===== src/rtl/addlag_pkg.sv =====
package addlag_pkg;

  localparam int unsigned DEF_WORD_W = 36;
  localparam int unsigned DEF_DEPTH  = 8;

  typedef enum logic [1:0] {
    OP_IDLE    = 2'd0,
    OP_SEED    = 2'd1,
    OP_RETURN  = 2'd2,
    OP_STEP    = 2'd3
  } op_e;

  // Fixed starting contents of the table, indexed modulo eight.
  function automatic logic [35:0] seed_word(input int unsigned k);
    logic [35:0] w;
    case (k % 8)
      0:       w = 36'o000007654321;
      1:       w = 36'o000076543210;
      2:       w = 36'o000765432100;
      3:       w = 36'o007654321000;
      4:       w = 36'o076543210000;
      5:       w = 36'o765432100000;
      6:       w = 36'o654321000007;
      default: w = 36'o543210000076;
    endcase
    return w;
  endfunction

endpackage


===== src/rtl/addlag_decode.sv =====
module addlag_decode
  import addlag_pkg::*;
(
  input  logic seed_req,
  input  logic step_req,
  input  logic snap_req,
  input  logic back_req,
  output op_e  op,
  output logic snap_en
);

  always_comb begin
    if (seed_req)      op = OP_SEED;
    else if (back_req) op = OP_RETURN;
    else if (step_req) op = OP_STEP;
    else               op = OP_IDLE;
  end

  assign snap_en = snap_req && !seed_req && !back_req;

endmodule


===== src/rtl/addlag_bank.sv =====
module addlag_bank
  import addlag_pkg::*;
#(
  parameter int unsigned WORD_W = DEF_WORD_W,
  parameter int unsigned DEPTH  = DEF_DEPTH,
  localparam int unsigned IDX_W = $clog2(DEPTH)
) (
  input  logic              clk,
  input  logic              rst,
  input  op_e               op,
  input  logic              snap_en,
  input  logic [IDX_W-1:0]  ptr,
  input  logic [WORD_W-1:0] wr_word,
  output logic [WORD_W-1:0] rd_word
);

  logic [WORD_W-1:0] seeds  [DEPTH];
  logic [WORD_W-1:0] live   [DEPTH];
  logic [WORD_W-1:0] shadow [DEPTH];

  for (genvar g = 0; g < DEPTH; g++) begin : g_seed
    assign seeds[g] = WORD_W'(seed_word(g));
  end

  always_ff @(posedge clk) begin
    for (int i = 0; i < DEPTH; i++) begin
      if (rst) begin
        live[i]   <= seeds[i];
        shadow[i] <= seeds[i];
      end else begin
        case (op)
          OP_SEED:   live[i] <= seeds[i];
          OP_RETURN: live[i] <= shadow[i];
          OP_STEP:   if (ptr == IDX_W'(i)) live[i] <= wr_word;
          default:   ;
        endcase
        if (snap_en) shadow[i] <= live[i];
      end
    end
  end

  assign rd_word = live[ptr];

endmodule


===== src/rtl/addlag_core.sv =====
module addlag_core
  import addlag_pkg::*;
#(
  parameter int unsigned WORD_W = DEF_WORD_W,
  parameter int unsigned DEPTH  = DEF_DEPTH,
  localparam int unsigned IDX_W = $clog2(DEPTH)
) (
  input  logic              clk,
  input  logic              rst,
  input  op_e               op,
  input  logic              snap_en,
  input  logic [WORD_W-1:0] rd_word,
  output logic [IDX_W-1:0]  ptr,
  output logic [IDX_W-1:0]  sh_ptr,
  output logic [WORD_W-1:0] acc,
  output logic [WORD_W-1:0] sum,
  output logic [WORD_W-1:0] word_q,
  output logic              valid_q
);

  localparam logic [IDX_W-1:0] TOP_IDX = IDX_W'(DEPTH - 1);

  logic [WORD_W-1:0] top_seed;
  logic [WORD_W-1:0] sh_acc;
  logic [IDX_W-1:0]  ptr_dn;

  assign top_seed = WORD_W'(seed_word(DEPTH - 1));
  assign sum      = acc + rd_word;
  assign ptr_dn   = (ptr == '0) ? TOP_IDX : ptr - 1'b1;

  always_ff @(posedge clk) begin
    if (rst) begin
      acc     <= top_seed;
      ptr     <= TOP_IDX;
      sh_acc  <= top_seed;
      sh_ptr  <= TOP_IDX;
      word_q  <= '0;
      valid_q <= 1'b0;
    end else begin
      valid_q <= (op == OP_STEP);
      case (op)
        OP_SEED: begin
          acc <= top_seed;
          ptr <= TOP_IDX;
        end
        OP_RETURN: begin
          acc <= sh_acc;
          ptr <= sh_ptr;
        end
        OP_STEP: begin
          acc    <= sum;
          ptr    <= ptr_dn;
          word_q <= sum;
        end
        default: ;
      endcase
      if (snap_en) begin
        sh_acc <= acc;
        sh_ptr <= ptr;
      end
    end
  end

endmodule


===== src/rtl/addlag_rng.sv =====
module addlag_rng
  import addlag_pkg::*;
#(
  parameter int unsigned WORD_W = DEF_WORD_W,
  parameter int unsigned DEPTH  = DEF_DEPTH,
  localparam int unsigned IDX_W = $clog2(DEPTH)
) (
  input  logic              clk,
  input  logic              rst,
  input  logic              seed_req,
  input  logic              step_req,
  input  logic              snap_req,
  input  logic              back_req,
  output logic [WORD_W-1:0] rnd_word,
  output logic              rnd_valid
);

  op_e               op;
  logic              snap_en;
  logic [IDX_W-1:0]  ptr_q;
  logic [IDX_W-1:0]  sh_ptr_q;
  logic [WORD_W-1:0] acc_q;
  logic [WORD_W-1:0] sum_w;
  logic [WORD_W-1:0] entry_w;

  addlag_decode i_decode (
    .seed_req (seed_req),
    .step_req (step_req),
    .snap_req (snap_req),
    .back_req (back_req),
    .op       (op),
    .snap_en  (snap_en)
  );

  addlag_bank #(.WORD_W(WORD_W), .DEPTH(DEPTH)) i_bank (
    .clk     (clk),
    .rst     (rst),
    .op      (op),
    .snap_en (snap_en),
    .ptr     (ptr_q),
    .wr_word (sum_w),
    .rd_word (entry_w)
  );

  addlag_core #(.WORD_W(WORD_W), .DEPTH(DEPTH)) i_core (
    .clk     (clk),
    .rst     (rst),
    .op      (op),
    .snap_en (snap_en),
    .rd_word (entry_w),
    .ptr     (ptr_q),
    .sh_ptr  (sh_ptr_q),
    .acc     (acc_q),
    .sum     (sum_w),
    .word_q  (rnd_word),
    .valid_q (rnd_valid)
  );

endmodule


===== config.mk =====
export PLATFORM = sky130hd
export DESIGN_NAME = addlag_rng
export DESIGN_NICKNAME = d
export VERILOG_FILES = /design/src/rtl/addlag_pkg.sv /design/src/rtl/addlag_decode.sv /design/src/rtl/addlag_bank.sv /design/src/rtl/addlag_core.sv /design/src/rtl/addlag_rng.sv
export SDC_FILE = /design/constraint.sdc
export NUM_CORES = 1
export LEC_CHECK = 0
export BUFFER_PORTS_ARGS = -buffer_cell sky130_fd_sc_hd__buf_2
export CAP_MARGIN = 40
export CELL_PAD_IN_SITES_DETAIL_PLACEMENT = 1
export CELL_PAD_IN_SITES_GLOBAL_PLACEMENT = 2
export CORE_ASPECT_RATIO = 0.8
export CORE_MARGIN = 10
export CORE_UTILIZATION = 46
export DETAILED_ROUTE_END_ITERATION = 8
export PLACE_DENSITY_LB_ADDON = 0.1
export SYNTH_ARGS = -nofsm -noshare
export SYNTH_HDL_FRONTEND = slang
export SYNTH_SLANG_ARGS = --single-unit

===== constraint.sdc =====
create_clock -name clk -period 11.6 [get_ports clk]
set_input_delay 1.16 -clock clk [delete_from_list [all_inputs] [get_ports clk]]
set_output_delay 1.16 -clock clk [all_outputs]
set_load 0.03 [all_outputs]

# [Word level (Yosys, flattened, before mapping)]
# Memory sizes are Yosys's and may differ from the RTL's. A register that Yosys moved wholly into a read port is not among the register bits.
# Index checks and enable logic that the tools add are counted.
[classes] mux=83 n_reduce_logical=6 add_sub_neg=2 n_eq_ne=10 n_bitwise=32
[ops] cell="two-way mux 36 bit" count=32
[ops] cell="case mux 36 bit (3 select lines)" count=1
[ops] cell="two-way mux 1 bit" count=43
[ops] cell="adder 36 bit" count=1
[ops] cell="OR 1 bit" count=32
[ops] cell="equality test 3 bit (second input constant)" count=4
[ops] cell="two-way mux 3 bit" count=3
[ops] cell="case mux 3 bit (3 select lines)" count=1
[ops] cell="equality test 3 x 2 -> 1 bit (second input constant)" count=2
[ops] cell="two-way mux 2 bit" count=3
[ops] cell="equality test 2 bit (second input constant)" count=2
[ops] cell="equality test 3 x 1 -> 1 bit (second input constant)" count=1
[ops] cell="logical NOT 3 bit" count=1
[ops] cell="nonzero test 3 bit" count=1
[ops] cell="subtractor 3 x 1 -> 3 bit (second input constant)" count=1
[ops] cell="equality test 2 x 1 -> 1 bit (second input constant)" count=1
[ops] cell="logical AND 1 bit" count=2
[ops] cell="logical NOT 1 bit" count=2
[word_totals] reg_bits=115 output_inout_bits=37 wordCells=141 inputBits=6 mem_count=2 ram_bits=576
[mem_list] memory="i_bank.live" depth=8 width=36 rd=9 rd_ports_with_merged_regs=1 wr=8 line_no="addlag_bank.sv:18" rtl="logic [WORD_W-1:0] live [DEPTH];"
[mem_list] memory="i_bank.shadow" depth=8 width=36 rd=8 rd_ports_with_merged_regs=0 wr=8 line_no="addlag_bank.sv:19" rtl="logic [WORD_W-1:0] shadow [DEPTH];"

# [Longest topological paths before layout]
# Gate-level depths: netlist of run 1.
[logic_depth] ltp_word=10 ltp_mapped=16 mapped_depth_nobuf=13

# [By module]
# A second synthesis of run 1 with hierarchy kept.
[hier_totals] cells_unflattened=2314 hier_area_um2=30983.5
[modules_own_cells] mod="addlag_bank" cells_each=1535 area_each_um2=24572.3 instances=1 seq_area_each_um2=17296.6
[modules_own_cells] mod="addlag_core" cells_each=774 area_each_um2=6384.9 instances=1 seq_area_each_um2=2302.2
[modules_own_cells] mod="addlag_decode" cells_each=5 area_each_um2=26.3 instances=1 seq_area_each_um2=0.0

# [Worst setup path before layout of run 1]
# Ideal clock, no wire load.
[synth_timing] path_type="input-to-reg" from="in seed_req" to="mem i_bank.shadow[0][0] in the netlist's numbering, enable pin" n_path_buf=2 arrival_time_ps=9857 setup_time_ps=765 t_required_ps=10835 path_stages=5 slack_ps=978 path_cell_list="clkbuf_1 > nor2_1 > a21oi_1 > inv_1 > clkbuf_1"
[synth_rtl] element="start, declared" line_no="addlag_rng.sv:10" rtl="input logic seed_req,"
[synth_rtl] element="end, declared" line_no="addlag_bank.sv:19"

==> results.sh, run 1 <==
export IMPL_finalCritPeriodShare_pct=52.01
export IMPL_synth_seq_cells=694
export IMPL_drt_iter0_markers=1965
export IMPL_sw_frac_of_total_pct=25.22
export IMPL_diodes=0
export IMPL_hp_class="reg2reg"
export IMPL_fin_skew_ps=28.10
export IMPL_drc=0
export IMPL_hold_start="i_core.word_q[19]"
export IMPL_crit_top_cell="a21oi_1"
export IMPL_final_antenna_net_count=0
export IMPL_seq_area_um2=19670
export IMPL_p_int_mw=4.281
export IMPL_power_switching_mw=1.444
export IMPL_arrival_ps=6380
export IMPL_fmax_mhz=165.7
export IMPL_ys_flop_type="edfxtp_1"
export IMPL_ys_seq_area_share_pct=64.65
export IMPL_multiInputGateArea_um2=10130
export IMPL_h_tree_depth=3
export IMPL_dp_slack_ps=5467
export IMPL_slowest_stage="xor2_1"
export IMPL_place_inst=2932
export IMPL_synth_edf_count=576
export IMPL_grt_max_degree=243
export IMPL_hold_violations=0
export IMPL_gr_usage_all_layers_pct=25.05
export IMPL_combPwrFrac_pct=9.3
export IMPL_dp_hpwl_mm=54.98
export IMPL_postCtsHoldBufs=0
export IMPL_finalSetupViolations=0
export IMPL_numCtsBuffers=73
export IMPL_first_global_vias=20180
export IMPL_cap_violations=0
export IMPL_slew_viol_final=0
export IMPL_fp_dieW_um=307.5
export IMPL_clkPwrFrac_pct=41.4
export IMPL_peakVddDrop_mv=0.09462
export IMPL_root_buffer="clkbuf_16"
export IMPL_cts_setup_buffers=0
export IMPL_cp_required_ps=11950
export IMPL_clkTransAtPathRegs_ps=60
export IMPL_syn_area_um2=30410
export IMPL_clock_latency_ps=650
export IMPL_power_frac_seq_pct=49.3
export IMPL_io_pins=43
export IMPL_p_leak_nw=11.97
export IMPL_crit_fanout=26
export IMPL_die_area_um2=76860
export IMPL_drt_first_pass_iters=5
export IMPL_drive_gt1_share_pct=17.42
export IMPL_nets=2197
export IMPL_rows=84
export IMPL_n_fill_cell=6297
export IMPL_end_kind="flop"
export IMPL_syn_to_final_growth_pct=12.53
export IMPL_power_density_nw_per_um2=167.3
export IMPL_syn_nets=2167
export IMPL_place_congestion=0.8252
export IMPL_wl_mm=97.39
export IMPL_overflow=0
export IMPL_cts_tree="yes"
export IMPL_min_period_ps=6033
export IMPL_start_kind="flop"
export IMPL_slew_headroom_pct=0.09620
export IMPL_clockBufferDepth=3
export IMPL_worstSetupPathType="reg2reg"
export IMPL_synthArstFlopShare_pct=0
export IMPL_synthDistinctLibCells=72
export IMPL_yosys_warnings=0
export IMPL_viasPerCell=6.365
export IMPL_worstMarginPinSlew_ps=1499
export IMPL_tns_ps=0
export IMPL_status="finished, final reports clean"
export IMPL_final_util_pct=52.18
export IMPL_initial_utilization_pct=46.37
export IMPL_wl_per_cell_um=31.72
export IMPL_synthCells=2120
export IMPL_crit_chain="buf_4 -> mux4_2 -> mux2_2 -> ha_1 -> fa_1 -> a21o_1 -> nand4_1 -> a21oi_1 -> o311ai_0 -> a21oi_1 -> a41oi_1 -> xor2_1 -> o21ai_0"
export IMPL_fp_dieH_um=250.0
export IMPL_core_area_um2=65580
export IMPL_critical_path_max_stage_delay_ps=780
export IMPL_antenna_found_initial=1
export IMPL_r2r_setup_slack_ps=5570
export IMPL_power_mw=5.725
export IMPL_portBuffers=42
export IMPL_syn_avg_cell_area_um2=14.34
export IMPL_grt_pass1_wl_mm=142.5
export IMPL_fin_cells=3070
export IMPL_vias=19540
export IMPL_layout_setup_ws_ps=5567
export IMPL_rsz0062_at_grt="false"
export IMPL_cts_repair_resized=0
export IMPL_numClockSinks=694
==> power by group through the flow <==
stage / Combinational (mW) / Clock, mW / Sequential, mW
2_1_floorplan: 0.311 / 0 / 2.88
3_3_place_gp: 0.494 / 0 / 2.87
3_5_place_dp: 0.527 / 0 / 2.87
4_1_cts: 0.531 / 2.40 / 2.82
5_1_grt: 0.565 / 2.49 / 2.83
6_report: 0.534 / 2.37 / 2.82
==> cells by family after synthesis <==
| group | after synthesis | share of synthesized area, % |
|---|---|---|
| and+or+nand+nor | 524 | 9.377 |
| buffers and inverters | 177 | 2.358 |
| muxes | 122 | 7.138 |
| xor gates and xnor gates | 32 | 1.020 |
| DFF | 694 | 64.65 |
| adders and majority gates | 41 | 1.712 |
| AOI/OAI and AO/OA | 530 | 13.75 |
==> final cells by class <==
cell class              instances  area share, %
repair buffers                118          2.695
clock inverters                32         0.7934
clock buffers                 103          6.117
flip-flops and latches        694          57.47
inverters                      14         0.1755
multi-input cells            1249          29.60
well taps                     860          3.144
==> sequential cells by signal (all words and copies together) (netlist names), named ones only <==
name	cells
i_bank.live	288
i_bank.shadow	288
i_core.acc	36
i_core.ptr	3
i_core.sh_acc	36
i_core.sh_ptr	3
i_core.valid_q	1
i_core.word_q	36
==> stage by stage <==
step	area (um^2)	hold slack, ps
after global routing	34220	480.7
after global placement	31500	438.5
after floorplan	30410	437.6
final	34220	453.7
after CTS	34200	453.0
after detailed placement	31830	444.9
==> cells in the final DEF (no fill, tap or decap), drive strengths merged, types with 5 or more instances in the layout <==
master and instances:
a21o 18, mux2 39, and2 199, nor2 36, edfxtp 576, nand4 12
nor3 9, clkbuf 104, mux2i 11, xnor2 21, a21oi 92, a22o 204
buf 117, a221o 5, dfxtp 118, nand2b 98, o21ai 38, nand2 129
nand3 17, a221oi 6, a22oi 21, o21a 7, inv 17, clkinv 24
ha 40, and3 9, xor2 11, mux4 72, a211oi 8, o22a 105
==> worst paths after layout <==
check	end	cells past startpoint
worst min-delay path	i_core.word_q[19]	2
worst min register to register	i_core.word_q[19]	2
worst max register to register	i_bank.live[5][30]	13
worst max-delay path	i_bank.live[5][30]	13
==> routing by layer <==
layer  track usage [%]  vias up  part of all wire, %
met5                 0        -                    0
met4             8.007        0                  3.0
met3             4.417      148                  6.5
met2             39.32      683                   47
li1                  -     8242                    -
met1             34.98    10470                   44
==> synth_stat cells, drive strengths merged, types with 17 or more instances <==
master / instances / share of area (%)
mux4: 72 / 5.3
dfxtp: 118 / 7.8
o22a: 105 / 3.0
and2: 199 / 4.1
o21ai: 38 / 0.63
mux2: 39 / 1.4
nand2: 129 / 1.6
xnor2: 21 / 0.68
a21oi: 92 / 1.5
ha: 40 / 1.6
clkbuf: 147 / 1.9
edfxtp: 576 / 57
nor2: 36 / 0.45
a21o: 18 / 0.46
a22oi: 21 / 0.52
nand3: 17 / 0.28
nand2b: 98 / 2.0
a22o: 204 / 5.9
==> critical path: cells and delay by family (launching register included) <==
kind,cells,cell delay (ps)
AOI/OAI and AO/OA,6,1950
xor gates and xnor gates,1,780
adders and majority gates,2,700
buffers and inverters,1,590
DFF,1,690
muxes,2,870
and+or+nand+nor,1,130
No activity file was read; power rests on OpenSTA's default activity.
==> run 2: changes to the inputs <==
- CORE_UTILIZATION: 46 -> 42
- clock period: 11.6 -> 5 ns (I/O delays scaled with it)
==> results.sh, run 2 (synthesized netlist as in run 1, its figures left out) <==
export IMPL_h_tree_depth=3
export IMPL_worstMarginPinSlew_ps=900.6
export IMPL_wl_per_cell_um=31.45
export IMPL_p_int_mw=9.890
export IMPL_portBuffers=42
export IMPL_rows=88
export IMPL_clock_latency_ps=630
export IMPL_end_kind="flop"
export IMPL_cts_tree="yes"
export IMPL_start_kind="flop"
export IMPL_whs_ps=401.5
export IMPL_crit_chain="buf_4 -> buf_16 -> mux4_2 -> mux2_2 -> ha_1 -> a21oi_2 -> o211ai_1 -> a221oi_4 -> o31ai_4 -> a311oi_4 -> o41ai_4 -> buf_4 -> a211oi_2 -> xnor2_2 -> a22o_2"
export IMPL_rsz0062_at_grt="false"
export IMPL_crit_family="compound AO/OA/AOI/OAI gates"
export IMPL_layout_setup_ws_ps=179.4
export IMPL_crit_fanout=16
export IMPL_place_congestion=0.8059
export IMPL_viasPerCell=6.141
export IMPL_core_area_um2=71900
export IMPL_first_global_vias=19990
export IMPL_power_density_nw_per_um2=379.6
export IMPL_drt_first_pass_iters=5
export IMPL_grt_max_degree=169
export IMPL_arrival_ps=5200
export IMPL_n_fill_cell=6975
export IMPL_drc=0
export IMPL_hp_class="in2reg"
export IMPL_dp_hpwl_mm=58.74
export IMPL_peakVddDrop_mv=0.2738
export IMPL_root_buffer="clkbuf_16"
export IMPL_slew_viol_final=0
export IMPL_clkPwrFrac_pct=40.3
export IMPL_initial_utilization_pct=42.30
export IMPL_place_inst=3049
export IMPL_wl_mm=100.3
export IMPL_sw_frac_of_total_pct=24.97
export IMPL_fp_dieW_um=320.8
export IMPL_status="finished, final reports clean"
export IMPL_critical_path_max_stage_delay_ps=540
export IMPL_crit_top_cell="buf_4"
export IMPL_dp_slack_ps=131.8
export IMPL_power_frac_seq_pct=49.6
export IMPL_hold_start="snap_req"
export IMPL_drt_iter0_markers=2189
export IMPL_drive_gt1_share_pct=18.51
export IMPL_finalCritPeriodShare_pct=96.41
export IMPL_power_mw=13.18
export IMPL_biggestRegsByFlops="i_bank.live: 288 flops, i_bank.shadow: 288 flops"
export IMPL_postCtsHoldBufs=0
export IMPL_grt_pass1_wl_mm=145.2
export IMPL_fmax_mhz=207.4
export IMPL_p_leak_nw=12.20
export IMPL_syn_to_final_growth_pct=14.19
export IMPL_clkTransAtPathRegs_ps=60
export IMPL_finalInstanceArea_um2=34730
export IMPL_min_period_ps=4821
export IMPL_overflow=0
export IMPL_power_switching_mw=3.291
export IMPL_final_util_pct=48.30
export IMPL_slowest_stage="mux4_2"
export IMPL_worstSetupPathType="reg2reg"
export IMPL_antenna_found_initial=0
export IMPL_clockBufferDepth=3
export IMPL_numCtsBuffers=72
export IMPL_cp_num_buf_inv=3
export IMPL_gr_usage_all_layers_pct=23.67
export IMPL_die_area_um2=83640
export IMPL_fin_cells=3188
export IMPL_placed_area_um2=32360
export IMPL_numClockSinks=694
export IMPL_final_common_cell="edfxtp_1"
export IMPL_io_pins=43
export IMPL_vias=19580
export IMPL_layout_common_cells="edfxtp_1 (576), and2_1 (199), a22o_1 (198)"
export IMPL_fin_skew_ps=23.62
export IMPL_fp_dieH_um=260.7
export IMPL_combPwrFrac_pct=10.0
export IMPL_slew_headroom_pct=39.53
export IMPL_cap_violations=0
export IMPL_hold_violations=0
export IMPL_cp_required_ps=5380
export IMPL_finalSetupViolations=0
export IMPL_tns_ps=0
export IMPL_final_antenna_net_count=0
export IMPL_nets=2231
==> run 2: power groups by stage <==
stage	registers (mW)	clock network [mW]	logic (mW)
after floorplan	6.65	0	0.722
after global placement	6.66	0	1.27
after detailed placement	6.66	0	1.30
after CTS	6.54	5.41	1.31
after global routing	6.56	5.64	1.40
final	6.54	5.32	1.32
==> run 2: path summary, 6_finish.rpt <==
check / endpoint / slack [ps] / cells past startpoint
worst min register to register: i_core.word_q[29] / 450 / 2
worst max register to register: i_bank.live[0][33] / 180 / 15
worst max-delay path: i_bank.live[0][33] / 180 / 15
worst min-delay path: i_core.sh_acc[25] / 400 / 3
==> run 2: layout make-up <==
class	count	area, um^2	area share (%)
sequential	694	19670	56.63
multi-input combinational	1249	10120	29.16
clock buffer	114	2146	6.179
timing repair buffer	153	1423	4.097
tap	945	1182	3.405
clock inverter	18	121.4	0.3495
inverter	14	60.06	0.1729
antenna	1	2.502	0.007206
==> run 2: timing repair <==
action / in CTS / in global routing
gates resized for setup: 0 / 3
buffers inserted: 0 / 5
endpoints found under the setup margin: 0 / 40
hold endpoints to repair: 0 / 0
==> run 2: routing by layer <==
layer / track usage, % / vias up / wire (um) / share of wire, %
met5: 0 / - / 0 / 0
met4: 7.617 / 0 / 3331 / 3.3
met3: 4.079 / 158 / 5710 / 5.7
met2: 37.36 / 626 / 46560 / 46
met1: 33.05 / 10500 / 44660 / 45
li1: - / 8295 / - / -
==> run 2: tightest hold or removal path, cell delays in order <==
cell and delay (ps):
buf_2 130, nand3_1 200, o22a_1 170
==> run 3: changes to the inputs <==
- ABC_AREA: unset -> 1
- CORE_UTILIZATION: 42 -> 37
==> results.sh, run 3 <==
export IMPL_syn_avg_cell_area_um2=9.661
export IMPL_slew_viol_final=0
export IMPL_synth_xor_area_share_pct=0.2216
export IMPL_nets=3347
export IMPL_yosys_mux_area_fraction_pct=0
export IMPL_biggestRegsByFlops="i_bank.live: 288 flops, i_bank.shadow: 288 flops"
export IMPL_worstSetupPathType="reg2reg"
export IMPL_reg2regPathDepth=18
export IMPL_layout_common_cells="nand2_1 (619), edfxtp_1 (576), inv_1 (394)"
export IMPL_fin_cells=4470
export IMPL_cap_violations=0
export IMPL_rsz0062_at_grt="false"
export IMPL_numClockSinks=694
export IMPL_tns_ps=0
export IMPL_antenna_found_initial=2
export IMPL_reg2reg_to="i_bank.live[7][34]"
export IMPL_fp_dieH_um=281.5
export IMPL_min_period_ps=4332
export IMPL_synthCells=3273
export IMPL_synth_top_family_by_area="simple AND/OR/NAND/NOR gates"
export IMPL_drive_gt1_share_pct=11.39
export IMPL_synth_compound_area_share_pct=12.93
export IMPL_syn_to_final_growth_pct=12.92
export IMPL_power_switching_mw=3.647
export IMPL_power_density_nw_per_um2=376.9
export IMPL_finalSetupViolations=0
export IMPL_syn_area_um2=31620
export IMPL_numCtsBuffers=76
export IMPL_synth_common_cells="nand2_1 (627), edfxtp_1 (576), inv_1 (396), nor2_1 (356), a21oi_1 (298)"
export IMPL_end_kind="flop"
export IMPL_hold_end="i_core.valid_q"
export IMPL_fmax_mhz=230.8
export IMPL_crit_fanout=31
export IMPL_combPwrFrac_pct=11.2
export IMPL_power_frac_seq_pct=48.5
export IMPL_p_leak_nw=13.08
export IMPL_n_fill_cell=9511
export IMPL_synthArstFlopShare_pct=0
export IMPL_finalCritPeriodShare_pct=86.64
export IMPL_drt_first_pass_iters=5
export IMPL_synthDistinctLibCells=47
export IMPL_dp_hpwl_mm=70.53
export IMPL_worstMarginPinSlew_ps=911.7
export IMPL_sw_frac_of_total_pct=27.10
export IMPL_cts_repair_resized=0
export IMPL_p_int_mw=9.810
export IMPL_peakVddDrop_mv=0.2410
export IMPL_clockBufferDepth=3
export IMPL_grt_pass1_wl_mm=167.4
export IMPL_first_global_vias=24680
export IMPL_grt_max_degree=89
export IMPL_viasPerCell=5.399
export IMPL_place_congestion=0.9177
export IMPL_clock_latency_ps=640
export IMPL_synth_seq_cells=694
export IMPL_clkPwrFrac_pct=40.3
export IMPL_vias=24130
export IMPL_drc=0
export IMPL_ys_flop_type="edfxtp_1"
export IMPL_crit_top_cell="nand2_1"
export IMPL_overflow=0
export IMPL_synth_edf_count=576
export IMPL_core_area_um2=84390
export IMPL_postCtsHoldBufs=0
export IMPL_yosysMostFrequentCell="nand2_1"
export IMPL_fp_dieW_um=346.8
export IMPL_ys_seq_area_share_pct=62.17
export IMPL_h_tree_depth=3
export IMPL_drt_iter0_markers=2072
export IMPL_cts_setup_buffers=0
export IMPL_cts_tree="yes"
export IMPL_root_buffer="clkbuf_16"
export IMPL_hold_start="seed_req"
export IMPL_crit_family="simple AND/OR/NAND/NOR gates"
export IMPL_diodes=0
export IMPL_cp_num_buf_inv=4
export IMPL_cp_required_ps=5360
export IMPL_fin_skew_ps=22.89
export IMPL_wl_mm=114.1
export IMPL_synth_fa_ha_area_share_pct=1.646
export IMPL_synth_top_area_share_pct=54.70
export IMPL_r2r_setup_slack_ps=670
export IMPL_synthTopCellsByArea="edfxtp_1 (55%), dfxtp_1 (7.5%), nand2_1 (7.4%)"
export IMPL_holdPathStages=4
export IMPL_final_common_cell="nand2_1"
export IMPL_status="finished, final reports clean"
export IMPL_syn_nets=3320
export IMPL_yosys_warnings=0
export IMPL_start_kind="flop"
export IMPL_hold_violations=0
export IMPL_arrival_ps=4700
export IMPL_clkTransAtPathRegs_ps=60
export IMPL_slowest_stage="clkinv_2"
export IMPL_initial_utilization_pct=37.47
export IMPL_die_area_um2=97620
export IMPL_wl_per_cell_um=25.52
export IMPL_place_inst=4337
export IMPL_gr_usage_all_layers_pct=22.94
export IMPL_io_pins=43
export IMPL_post_synth_top_area_cell="edfxtp_1"
export IMPL_portBuffers=42
export IMPL_final_antenna_net_count=0
export IMPL_slew_headroom_pct=39.22
export IMPL_critical_path_max_stage_delay_ps=500
export IMPL_hp_class="in2reg"
export IMPL_rows=95
export IMPL_synth_simple_area_share_pct=15.67
export IMPL_crit_chain="clkinv_2 -> buf_12 -> buf_4 -> a21oi_1 -> o21ai_0 -> a31oi_1 -> ha_1 -> nand2_1 -> nor2_2 -> nand2_1 -> clkinv_1 -> nand4_1 -> nand3_1 -> nand2_1 -> nand2_1 -> nand2_1 -> nand2_2 -> o21ai_1"
## run 3: cell count changes after synthesis, moves of 103 or more
cell | previous run | this run
inv_1 | 14 | 396
and2_1 | 196 | 6
o21ai_0 | 36 | 208
o21ai_1 | 2 | 113
nand2_1 | 129 | 627
a22o_1 | 198 | 11
a21oi_1 | 90 | 298
nor2_1 | 35 | 356
o22a_1 | 103 | 0
## run 3: layer usage
layer	part of all wire (%)	track usage, %
met1	46	31.53
met4	2.7	6.221
met3	4.8	3.488
met2	46	37.51
met5	0	0
## run 3: final cells by class
type                       instances  area [um^2]  area share [%]
sequential                       694        19660           55.07
inverter                         417         1589           4.450
clock inverter                    33        215.2          0.6027
timing repair buffer             122         1071           3.000
clock buffer                     100         2102           5.887
multi-input combinational       1989         9669           27.08
tap                             1115         1395           3.907
## run 3: through the flow
stage / hold slack (ps) / area, um^2 / power [mW] / setup slack [ps] / utilization, %
after floorplan: 424.9 / 31620 / 7.505 / 1353 / -
after global placement: 434.6 / 33230 / 8.126 / 800.6 / 39.37
after detailed placement: 446.3 / 33390 / 8.157 / 741.3 / 39.56
after CTS: 175.5 / 35710 / 13.58 / 716.4 / 42.31
after global routing: 229.3 / 35710 / 13.94 / 388.9 / 42.31
final: 215.5 / 35710 / 13.46 / 668.1 / 42.31
## run 3: logic make-up (layout without fill, tap and decap cells)
kind of cell	after synthesis	in the layout
adders and majority gates	41	41
buffers and inverters	590	672
and+or+nand+nor	1185	1185
DFF	694	694
xor gates and xnor gates	8	8
AOI/OAI and AO/OA	755	755
## run 3: power by group through the flow
| stage | combinational [mW] | clock (mW) | sequential (mW) |
|---|---|---|---|
| after floorplan | 0.842 | 0 | 6.66 |
| after global placement | 1.48 | 0 | 6.64 |
| after detailed placement | 1.51 | 0 | 6.65 |
| after CTS | 1.51 | 5.54 | 6.53 |
| after global routing | 1.63 | 5.77 | 6.54 |
| final | 1.50 | 5.43 | 6.53 |
## run 3: worst register-to-register path: cells and delay by family (launching register included)
family | cells | cell delay [ps]
fa+ha+maj | 1 | 270
simple gates | 9 | 1580
flops | 1 | 330
buf+inv | 4 | 1190
compound gates | 4 | 700
## run 3: how the worst max path moves through the flow
stage | startpoint | to | slack (ps) | cells after the start
2_1_floorplan | back_req | i_bank.shadow[0][0] | 1350 | 7
3_3_place_gp | flop | i_bank.live[5][34] | 800 | 18
3_5_place_dp | flop | i_bank.live[7][34] | 740 | 18
4_1_cts | flop | i_bank.live[7][34] | 720 | 18
5_1_grt | flop | i_bank.live[2][26] | 390 | 18
6_report | flop | i_bank.live[7][34] | 670 | 18
